===== src/rtl/flag_pkg.sv =====
package flag_pkg;
   typedef enum logic [3:0] {
      OP_NOP  = 4'd0,
      OP_ADD  = 4'd1,
      OP_SUB  = 4'd2,
      OP_ASL  = 4'd3,
      OP_LSR  = 4'd4,
      OP_ROL  = 4'd5,
      OP_ROR  = 4'd6,
      OP_MOV  = 4'd7,
      OP_BIT  = 4'd8,
      OP_TSTW = 4'd9,
      OP_SETG = 4'd10,
      OP_CLRG = 4'd11,
      OP_EI   = 4'd12,
      OP_DI   = 4'd13,
      OP_CLRV = 4'd14,
      OP_IDLE = 4'd15
   } fu_op_e;

   localparam int PSW_W = 8;
   localparam int BIT_C = 0;
   localparam int BIT_Z = 1;
   localparam int BIT_I = 2;
   localparam int BIT_H = 3;
   localparam int BIT_B = 4;
   localparam int BIT_G = 5;
   localparam int BIT_V = 6;
   localparam int BIT_N = 7;

   typedef struct packed {
      logic n;
      logic v;
      logic h;
      logic z;
      logic c;
      logic we_n;
      logic we_v;
      logic we_h;
      logic we_z;
      logic we_c;
   } flag_upd_t;
endpackage


===== src/rtl/fu_ripple_add.sv =====
module fu_ripple_add #(
   parameter int W = 8
) (
   input  logic [W-1:0] x,
   input  logic [W-1:0] yv,
   input  logic         ci,
   output logic [W-1:0] sum,
   output logic         c_half,
   output logic         c_sign,
   output logic         c_out
);
   localparam int HB = W / 2;

   logic [W:0] cy;
   assign cy[0] = ci;

   for (genvar k = 0; k < W; k++) begin : g_bit
      assign sum[k]  = x[k] ^ yv[k] ^ cy[k];
      assign cy[k+1] = (x[k] & yv[k]) | (cy[k] & (x[k] ^ yv[k]));
   end

   assign c_half = cy[HB];
   assign c_sign = cy[W-1];
   assign c_out  = cy[W];
endmodule


===== src/rtl/fu_arith_core.sv =====
module fu_arith_core
   import flag_pkg::*;
#(
   parameter int W = 8
) (
   input  logic [3:0]   op,
   input  logic [W-1:0] a,
   input  logic [W-1:0] b,
   input  logic [W-1:0] y,
   input  logic         cin,
   output logic [W-1:0] res,
   output flag_upd_t    upd
);
   fu_op_e          op_e;
   logic [W-1:0]    addend;
   logic [W-1:0]    sum;
   logic            c_half;
   logic            c_sign;
   logic            c_out;

   assign op_e   = fu_op_e'(op);
   assign addend = (op_e == OP_SUB) ? ~b : b;

   fu_ripple_add #(.W(W)) u_add (
      .x      (a),
      .yv     (addend),
      .ci     (cin),
      .sum    (sum),
      .c_half (c_half),
      .c_sign (c_sign),
      .c_out  (c_out)
   );

   always_comb begin
      res = a;
      upd = '0;
      unique case (op_e)
         OP_ADD, OP_SUB: begin
            res      = sum;
            upd.c    = c_out;
            upd.h    = c_half;
            upd.v    = c_out ^ c_sign;
            upd.n    = sum[W-1];
            upd.z    = (sum == '0);
            upd.we_n = 1'b1;
            upd.we_v = 1'b1;
            upd.we_h = 1'b1;
            upd.we_z = 1'b1;
            upd.we_c = 1'b1;
         end
         OP_ASL, OP_ROL: begin
            res      = {a[W-2:0], (op_e == OP_ROL) ? cin : 1'b0};
            upd.c    = a[W-1];
            upd.n    = res[W-1];
            upd.z    = (res == '0);
            upd.we_n = 1'b1;
            upd.we_z = 1'b1;
            upd.we_c = 1'b1;
         end
         OP_LSR, OP_ROR: begin
            res      = {(op_e == OP_ROR) ? cin : 1'b0, a[W-1:1]};
            upd.c    = a[0];
            upd.n    = res[W-1];
            upd.z    = (res == '0);
            upd.we_n = 1'b1;
            upd.we_z = 1'b1;
            upd.we_c = 1'b1;
         end
         OP_MOV: begin
            res      = b;
            upd.n    = b[W-1];
            upd.z    = (b == '0);
            upd.we_n = 1'b1;
            upd.we_z = 1'b1;
         end
         OP_BIT: begin
            upd.n    = b[W-1];
            upd.v    = b[W-2];
            upd.z    = ((a & b) == '0);
            upd.we_n = 1'b1;
            upd.we_v = 1'b1;
            upd.we_z = 1'b1;
         end
         OP_TSTW: begin
            upd.n    = y[W-1];
            upd.z    = ({y, a} == '0);
            upd.we_n = 1'b1;
            upd.we_z = 1'b1;
         end
         default: begin
            res = a;
         end
      endcase
   end
endmodule


===== src/rtl/fu_psw_reg.sv =====
module fu_psw_reg
   import flag_pkg::*;
(
   input  logic             clk,
   input  logic             rst_n,
   input  logic             op_valid,
   input  logic [3:0]       op,
   input  flag_upd_t        upd,
   output logic [PSW_W-1:0] psw
);
   fu_op_e op_e;
   assign op_e = fu_op_e'(op);

   always_ff @(posedge clk) begin
      if (!rst_n) begin
         psw <= '0;
      end else if (op_valid) begin
         if (upd.we_n) psw[BIT_N] <= upd.n;
         if (upd.we_v) psw[BIT_V] <= upd.v;
         if (upd.we_h) psw[BIT_H] <= upd.h;
         if (upd.we_z) psw[BIT_Z] <= upd.z;
         if (upd.we_c) psw[BIT_C] <= upd.c;
         unique case (op_e)
            OP_SETG: psw[BIT_G] <= 1'b1;
            OP_CLRG: psw[BIT_G] <= 1'b0;
            OP_EI:   psw[BIT_I] <= 1'b1;
            OP_DI:   psw[BIT_I] <= 1'b0;
            OP_CLRV: begin
               psw[BIT_V] <= 1'b0;
               psw[BIT_H] <= 1'b0;
            end
            default: ;
         endcase
      end
   end
endmodule


===== src/rtl/fu_dp_page.sv =====
module fu_dp_page #(
   parameter int W = 8
) (
   input  logic         page_sel,
   input  logic [W-1:0] offset,
   output logic [W:0]   addr
);
   assign addr = {page_sel, offset};
endmodule


===== src/rtl/psw_flag_unit.sv =====
module psw_flag_unit
   import flag_pkg::*;
#(
   parameter int W = 8
) (
   input  logic         clk,
   input  logic         rst_n,
   input  logic         op_valid,
   input  logic [3:0]   op,
   input  logic [W-1:0] a_in,
   input  logic [W-1:0] b_in,
   input  logic [W-1:0] y_in,
   input  logic         carry_in,
   input  logic [W-1:0] dp_offset,
   output logic [W-1:0] result,
   output logic [7:0]   psw_q,
   output logic [W:0]   dp_addr
);
   if (W < 4 || (W % 2) != 0) begin : g_bad_width
      $error("psw_flag_unit: W must be even and at least 4");
   end

   flag_upd_t upd;

   fu_arith_core #(.W(W)) u_core (
      .op  (op),
      .a   (a_in),
      .b   (b_in),
      .y   (y_in),
      .cin (carry_in),
      .res (result),
      .upd (upd)
   );

   fu_psw_reg u_psw (
      .clk      (clk),
      .rst_n    (rst_n),
      .op_valid (op_valid),
      .op       (op),
      .upd      (upd),
      .psw      (psw_q)
   );

   fu_dp_page #(.W(W)) u_page (
      .page_sel (psw_q[BIT_G]),
      .offset   (dp_offset),
      .addr     (dp_addr)
   );
endmodule


===== config.mk =====
export PLATFORM = sky130hd
export DESIGN_NAME = psw_flag_unit
export DESIGN_NICKNAME = d
export VERILOG_FILES = /design/src/rtl/flag_pkg.sv /design/src/rtl/fu_ripple_add.sv /design/src/rtl/fu_arith_core.sv /design/src/rtl/fu_psw_reg.sv /design/src/rtl/fu_dp_page.sv /design/src/rtl/psw_flag_unit.sv
export SDC_FILE = /design/constraint.sdc
export NUM_CORES = 1
export LEC_CHECK = 0
export BUFFER_PORTS_ARGS = -buffer_cell sky130_fd_sc_hd__buf_4
export CAP_MARGIN = 25
export CORE_MARGIN = 1
export CORE_UTILIZATION = 44
export CTS_BUF_LIST = sky130_fd_sc_hd__clkbuf_8
export DETAILED_ROUTE_END_ITERATION = 8
export GPL_ROUTABILITY_DRIVEN = 0
export PLACE_DENSITY_LB_ADDON = 0.08
export SLEW_MARGIN = 20
export SYNTH_ARGS = -nofsm -noshare
export SYNTH_HDL_FRONTEND = slang
export SYNTH_SLANG_ARGS = --single-unit
export TNS_END_PERCENT = 10

===== constraint.sdc =====
create_clock -name clk -period 11 [get_ports clk]
set_clock_uncertainty 0.05 [all_clocks]
set_input_delay 3.3 -clock clk [delete_from_list [all_inputs] [get_ports clk]]
set_output_delay 3.3 -clock clk [all_outputs]
set_load 0.05 [all_outputs]

# Yosys cells after proc, flatten, opt, wreduce, memory -nomap -nowiden
# Index checks and enable logic that the tools add are counted.
# totals
output_inout_bits,25
ff_bits,7
# op_classes
bitwise_logic,43
n_mux,19
eq_ne,14
reduce_logical,23
# op_table
cell,count
8-bit logical NOT,5
8-bit case mux with 4 select lines,1
"4-bit == test, second input constant",7
1-bit bitwise XOR,17
1-bit AND,16
"4-bit by 3-bit == test with 1-bit output, second input constant",4
16-bit logical NOT,1
2-bit AND reduction,6
1-bit 2-to-1 mux,11
9-bit OR reduction,1
8-bit AND,1
"4-bit by 2-bit == test with 1-bit output, second input constant",2
8-bit 2-to-1 mux,1
8-bit NOT,1
1-bit OR,8
2-bit nonzero test,4
2-bit OR reduction,4
1-bit case mux with 2 select lines,3
1-bit case mux with 6 select lines,1
6-bit OR reduction,1
1-bit case mux with 5 select lines,1
"4-bit by 1-bit == test with 1-bit output, second input constant",1
1-bit case mux with 3 select lines,1
3-bit OR reduction,1

# Logic depth before layout (Yosys ltp)
# logic_depth
ltp_word,23
mapped_depth,15

# Cells and area by module
# A second synthesis with hierarchy kept.
# hier_totals
hier_cells,216
area_unflattened_um2,1503.9
# by_module_without_submodules
mod,cells_each,area_each_um2,n_inst,seq_area_each_um2
fu_arith_core,141,894.6,1,0.0
fu_psw_reg,39,310.3,1,140.1
fu_ripple_add,27,231.5,1,0.0
fu_dp_page,9,67.6,1,0.0

# Least setup slack after synthesis
# OpenSTA, ideal clock, no wires.
# synth_timing
path_kind,input-to-output
from,in op[1]
to,out result[6]
cell_stages,14
path_slack_ns,-0.425
t_required_ns,7.650
arrival_ns,8.075
path_buffers,1
cell_sequence,buf_6 -> inv_2 -> nor4_4 -> xor2_1 -> fa_1 -> fa_1 -> fa_1 -> fa_1 -> fa_1 -> fa_1 -> fa_1 -> and3_1 -> o21ai_0 -> a31oi_1
# synth_via
elab_chain_len,17
elab_cells_between_ends,38
# synth_lines
element,line,rtl
from (decl),psw_flag_unit.sv:9,"input logic [3:0] op,"
4-bit by 2-bit == test with 1-bit output,"fu_arith_core.sv:22, fu_arith_core.sv:37",
8-bit 2-to-1 mux,fu_arith_core.sv:22,assign addend = (op_e == OP_SUB) ? ~b : b;
1-bit bitwise XOR,fu_ripple_add.sv:19,assign cy[k+1] = (x[k] & yv[k]) | (cy[k] & (x[k] ^ yv[k]));
1-bit AND,fu_ripple_add.sv:19,
1-bit OR,fu_ripple_add.sv:19,
1-bit AND,fu_ripple_add.sv:19,
1-bit OR,fu_ripple_add.sv:19,
1-bit AND,fu_ripple_add.sv:19,
1-bit OR,fu_ripple_add.sv:19,
1-bit AND,fu_ripple_add.sv:19,
1-bit OR,fu_ripple_add.sv:19,
1-bit AND,fu_ripple_add.sv:19,
1-bit OR,fu_ripple_add.sv:19,
1-bit AND,fu_ripple_add.sv:19,
1-bit OR,fu_ripple_add.sv:19,
1-bit bitwise XOR,fu_ripple_add.sv:18,assign sum[k] = x[k] ^ yv[k] ^ cy[k];
8-bit case mux with 4 select lines *,fu_arith_core.sv:37,unique case (op_e)
to (decl),psw_flag_unit.sv:15,"output logic [W-1:0] result,"
# Every way passes the cells marked *; elsewhere a longest branch is shown, timed or not.

# Worst setup path in the final report
# layout_timing
from,in op[2]
to,out result[7]
# layout_via
elab_chain_len,19
elab_cells_between_ends,43
# layout_lines
element,line
4-bit by 2-bit == test with 1-bit output,"fu_arith_core.sv:22, fu_arith_core.sv:37"
8-bit 2-to-1 mux,fu_arith_core.sv:22
1-bit bitwise XOR,fu_ripple_add.sv:19
1-bit AND,fu_ripple_add.sv:19
1-bit OR,fu_ripple_add.sv:19
1-bit AND,fu_ripple_add.sv:19
1-bit OR,fu_ripple_add.sv:19
1-bit AND,fu_ripple_add.sv:19
[3 not listed],-
1-bit AND,fu_ripple_add.sv:19
1-bit OR,fu_ripple_add.sv:19
1-bit AND,fu_ripple_add.sv:19
1-bit OR,fu_ripple_add.sv:19
1-bit AND,fu_ripple_add.sv:19
1-bit OR,fu_ripple_add.sv:19
1-bit bitwise XOR,fu_ripple_add.sv:18
8-bit case mux with 4 select lines *,fu_arith_core.sv:37
# Marked as above.

==> flow_summary_export.csv <==
group,metric,value,unit
outcome,status,"complete, no violations",
sta,relSlewSlack,56.0,%
setup_path,worstSetupEndpointType,"output pin",
cts,path_clk_slew,0.04,ns
cts,hold_buffers,0,
global_route,grt_antenna_before_repair,0,
setup_path,cp_common_cell,"fa_2",
setup_path,cp_cell_sequence,"buf_4 -> nor4_4 -> xor2_1 -> fa_2 -> fa_1 -> fa_2 -> fa_2 -> fa_2 -> fa_2 -> fa_2 -> fa_1 -> a221o_2 -> buf_4",
flow_run,cap_violations,0,
finish,nNetsFinal,263,
setup_path,path_delay_family,"adder cells",
hold_path,hold_path_class,"flip-flop to flip-flop",
yosys,yosysWarningCount,0,
finish,final_core_util,59.3,%
floorplanning,rows,20,
sta,worst_pin_slew,0.659,ns
cts,cts_buffers,3,
detailed_routing,drc,0,
setup_path,path_buf_inv,2,
detailed_routing,vias,1580,
cts,clkSinkCount,7,
floorplanning,start_util,46.1,%
global_route,grt_pass1_wl,7370,µm
finish,largestRegisters,"u_psw.psw x7",
detailed_routing,wl,4610,µm
global_route,grt_max_degree,24,
floorplanning,ios,65,
cts,clk_latency,0.24,ns
detailed_routing,wl_per_cell,17.9,µm
power_and_ir_drop,vdd_drop_max,77.8,µV
cts,cts_max_level,1,
place,portBuffers,47,
yosys,synth_ff_type,"dfxtp_1",
yosys,ys_ff_latch,7,
floorplanning,die_h,58.6,µm
yosys,async_flop_share,0,%
sta,hold_violations,0,
yosys,synth_edf_count,0,
global_route,grt_pass1_vias,1478,
finish,area_delta_synth_final,28.6,%
setup_path,cp.required,7.65,ns
floorplanning,fp.coreArea,0.00305,mm²
power_and_ir_drop,power.leakage,0.000739,µW
sta,min_period,10.90,ns
finish,largest_reg_flops,7,
yosys,synthesis.area,0.00141,mm²
yosys,avgSynthCellArea,8.00,µm²
sta,fmax,91.7,MHz
detailed_routing,viasPerCell,6.12,
yosys,syn_inst,176,
floorplanning,dieArea,0.00343,mm²
cts,clockBufferDepth,2,
floorplanning,fp.dieW,58.6,µm
finish,drive_gt1_share,36.9,%
sta,setup_violations,0,
setup_path,slowest_stage,"fa_1",
setup_path,cp.arrival,7.55,ns
yosys,ys_types,58,
sta,fin_crit_sh,99.1,%
global_route,grt-ovfl-total,0,
place,dp_hpwl,3480,µm
detailed_routing,ant_nets,0,
setup_path,cp_max_fo,3,
cts,cts-root-buf,"clkbuf_8",
finish,antenna_cells,0,
setup_path,startpoint_type,"input port",
finish,regMostFlops,"u_psw.psw",
sta,slew_viol_final,0,
yosys,synth.net_count,224,
setup_path,crit_type,"input port to output pin",
cts,cts_tree,"done",
detailed_routing,drt_iter0_markers,109,
power_and_ir_drop,finalPower,163,µW
power_and_ir_drop,power_density,89.9,mW/mm²
setup_path,critical-path-max-stage-delay,0.54,ns
yosys,synth.yosys.seq_area_share,9.95,%
detailed_routing,dr.pass1.iters,4,
global_route,grtUsageTotal,28.7,%
==> cell families (layout without fill, tap and decap cells) <==
logic type,count (synthesis),after routing,share of synthesized area [%]
muxes,5,5,3.55
buffers and inverters,26,64,11.6
other,1,1,0.266
adders and majority gates,13,13,14.9
xor gates and xnor gates,11,11,6.84
DFF,7,7,9.95
and+or+nand+nor,62,62,26.3
AOI/OAI and AO/OA,51,51,26.6
==> layer usage <==
metal | vias to the layer above | share of wire (%) | wire (µm) | global-route usage (%)
met5 | - | 0 | 0 | 0
li1 | 735 | - | - | -
met1 | 732 | 41 | 1870 | 39.4
met3 | 17 | 10 | 463 | 5.71
met2 | 96 | 47 | 2160 | 45.0
met4 | 0 | 2.4 | 109 | 9.52
==> cells in the mapped netlist, types with 2 or more instances <==
| library cell | count | area (µm²) |
|---|---|---|
| a21oi_1 | 9 | 45.0 |
| or4_1 | 3 | 22.5 |
| a221o_1 | 2 | 20.0 |
| or3_1 | 2 | 12.5 |
| maj3_1 | 5 | 50.1 |
| buf_6 | 2 | 22.5 |
| buf_2 | 5 | 25.0 |
| o21ai_2 | 2 | 17.5 |
| a221oi_1 | 3 | 26.3 |
| and3_1 | 2 | 12.5 |
| dfxtp_1 | 7 | 140 |
| nor4_1 | 4 | 25.0 |
| o21ai_0 | 5 | 25.0 |
| buf_4 | 12 | 90.1 |
| nand4_1 | 4 | 25.0 |
| fa_1 | 8 | 160 |
| mux2i_1 | 5 | 50.1 |
| nand3_1 | 4 | 20.0 |
| xnor2_1 | 2 | 17.5 |
| inv_1 | 2 | 7.51 |
| a22oi_1 | 5 | 37.5 |
| xor2_1 | 9 | 78.8 |
| clkbuf_1 | 2 | 7.51 |
| a31oi_1 | 7 | 43.8 |
| nor3_1 | 2 | 10.0 |
| nor2b_1 | 4 | 25.0 |
| nor4b_1 | 3 | 26.3 |
| nor2_1 | 14 | 52.6 |
| nand2_1 | 10 | 37.5 |
| a22o_1 | 4 | 35.0 |
==> power by group <==
| group | internal [µW] | switching (µW) | leakage (µW) | total (µW) |
|---|---|---|---|---|
| clock network | 24.2 | 12.4 | 0.0000269 | 36.6 |
| registers | 26.7 | 0.703 | 0.0000571 | 27.4 |
| logic | 40.8 | 58.2 | 0.000655 | 98.9 |
| total | 91.7 | 71.2 | 0.000739 | 163 |
==> timing repair <==
item / in CTS / in global routing
gates resized for setup: 0 / 1
setup buffers: 0 / 3
setup endpoints to repair: 0 / 1
==> layout make-up <==
class	instances	area (µm²)
repair buffers	56	420
fillers	309	1240
clock buffers	3	41.3
clock inverters	1	3.75
inverters	4	15.0
flip-flops and latches	7	140
multi-input cells	143	1140
well taps	44	55.1
==> cell usage in the layout, fill, tap and decap left out, drive strengths merged, types with 7 or more instances in the layout <==
master  netlist  routed
a21oi         9       9
a31oi         7       7
buf          20      56
dfxtp         7       7
fa            8       8
nand2        10      10
nor2         14      14
o21ai         7       7
xor2          9       9
==> worst min-delay path, stage by stage (launching register included) <==
cell	delay [ns]
dfxtp_1	0.31
o31ai_1	0.06
a21oi_1	0.06
==> metrics by stage <==
stage / TNS [ns] / hold WS [ns] / setup WS [ns] / instance area [µm²] / cells
floorplan: -0.0394 / 0.462 / -0.0394 / 1440 / 176
global placement: 0 / 0.412 / 0.180 / 1740 / 251
detailed placement: 0 / 0.414 / 0.0416 / 1740 / 251
CTS: 0 / 0.429 / 0.0416 / 1790 / 255
global route: -0.00457 / 0.471 / -0.00457 / 1810 / 258
finish: 0 / 0.429 / 0.0952 / 1810 / 258
==> final timing paths <==
path	startpoint	to	slack, ns	cells past startpoint
worst max-delay path	op[2]	result[7]	0.1	13
worst min-delay path	u_psw.psw[0]	u_psw.psw[0]	0.43	2
worst max register to register	u_psw.psw[6]	u_psw.psw[6]	10.22	2
worst min register to register	u_psw.psw[0]	u_psw.psw[0]	0.43	2
No activity file was read; power rests on OpenSTA's default activity.
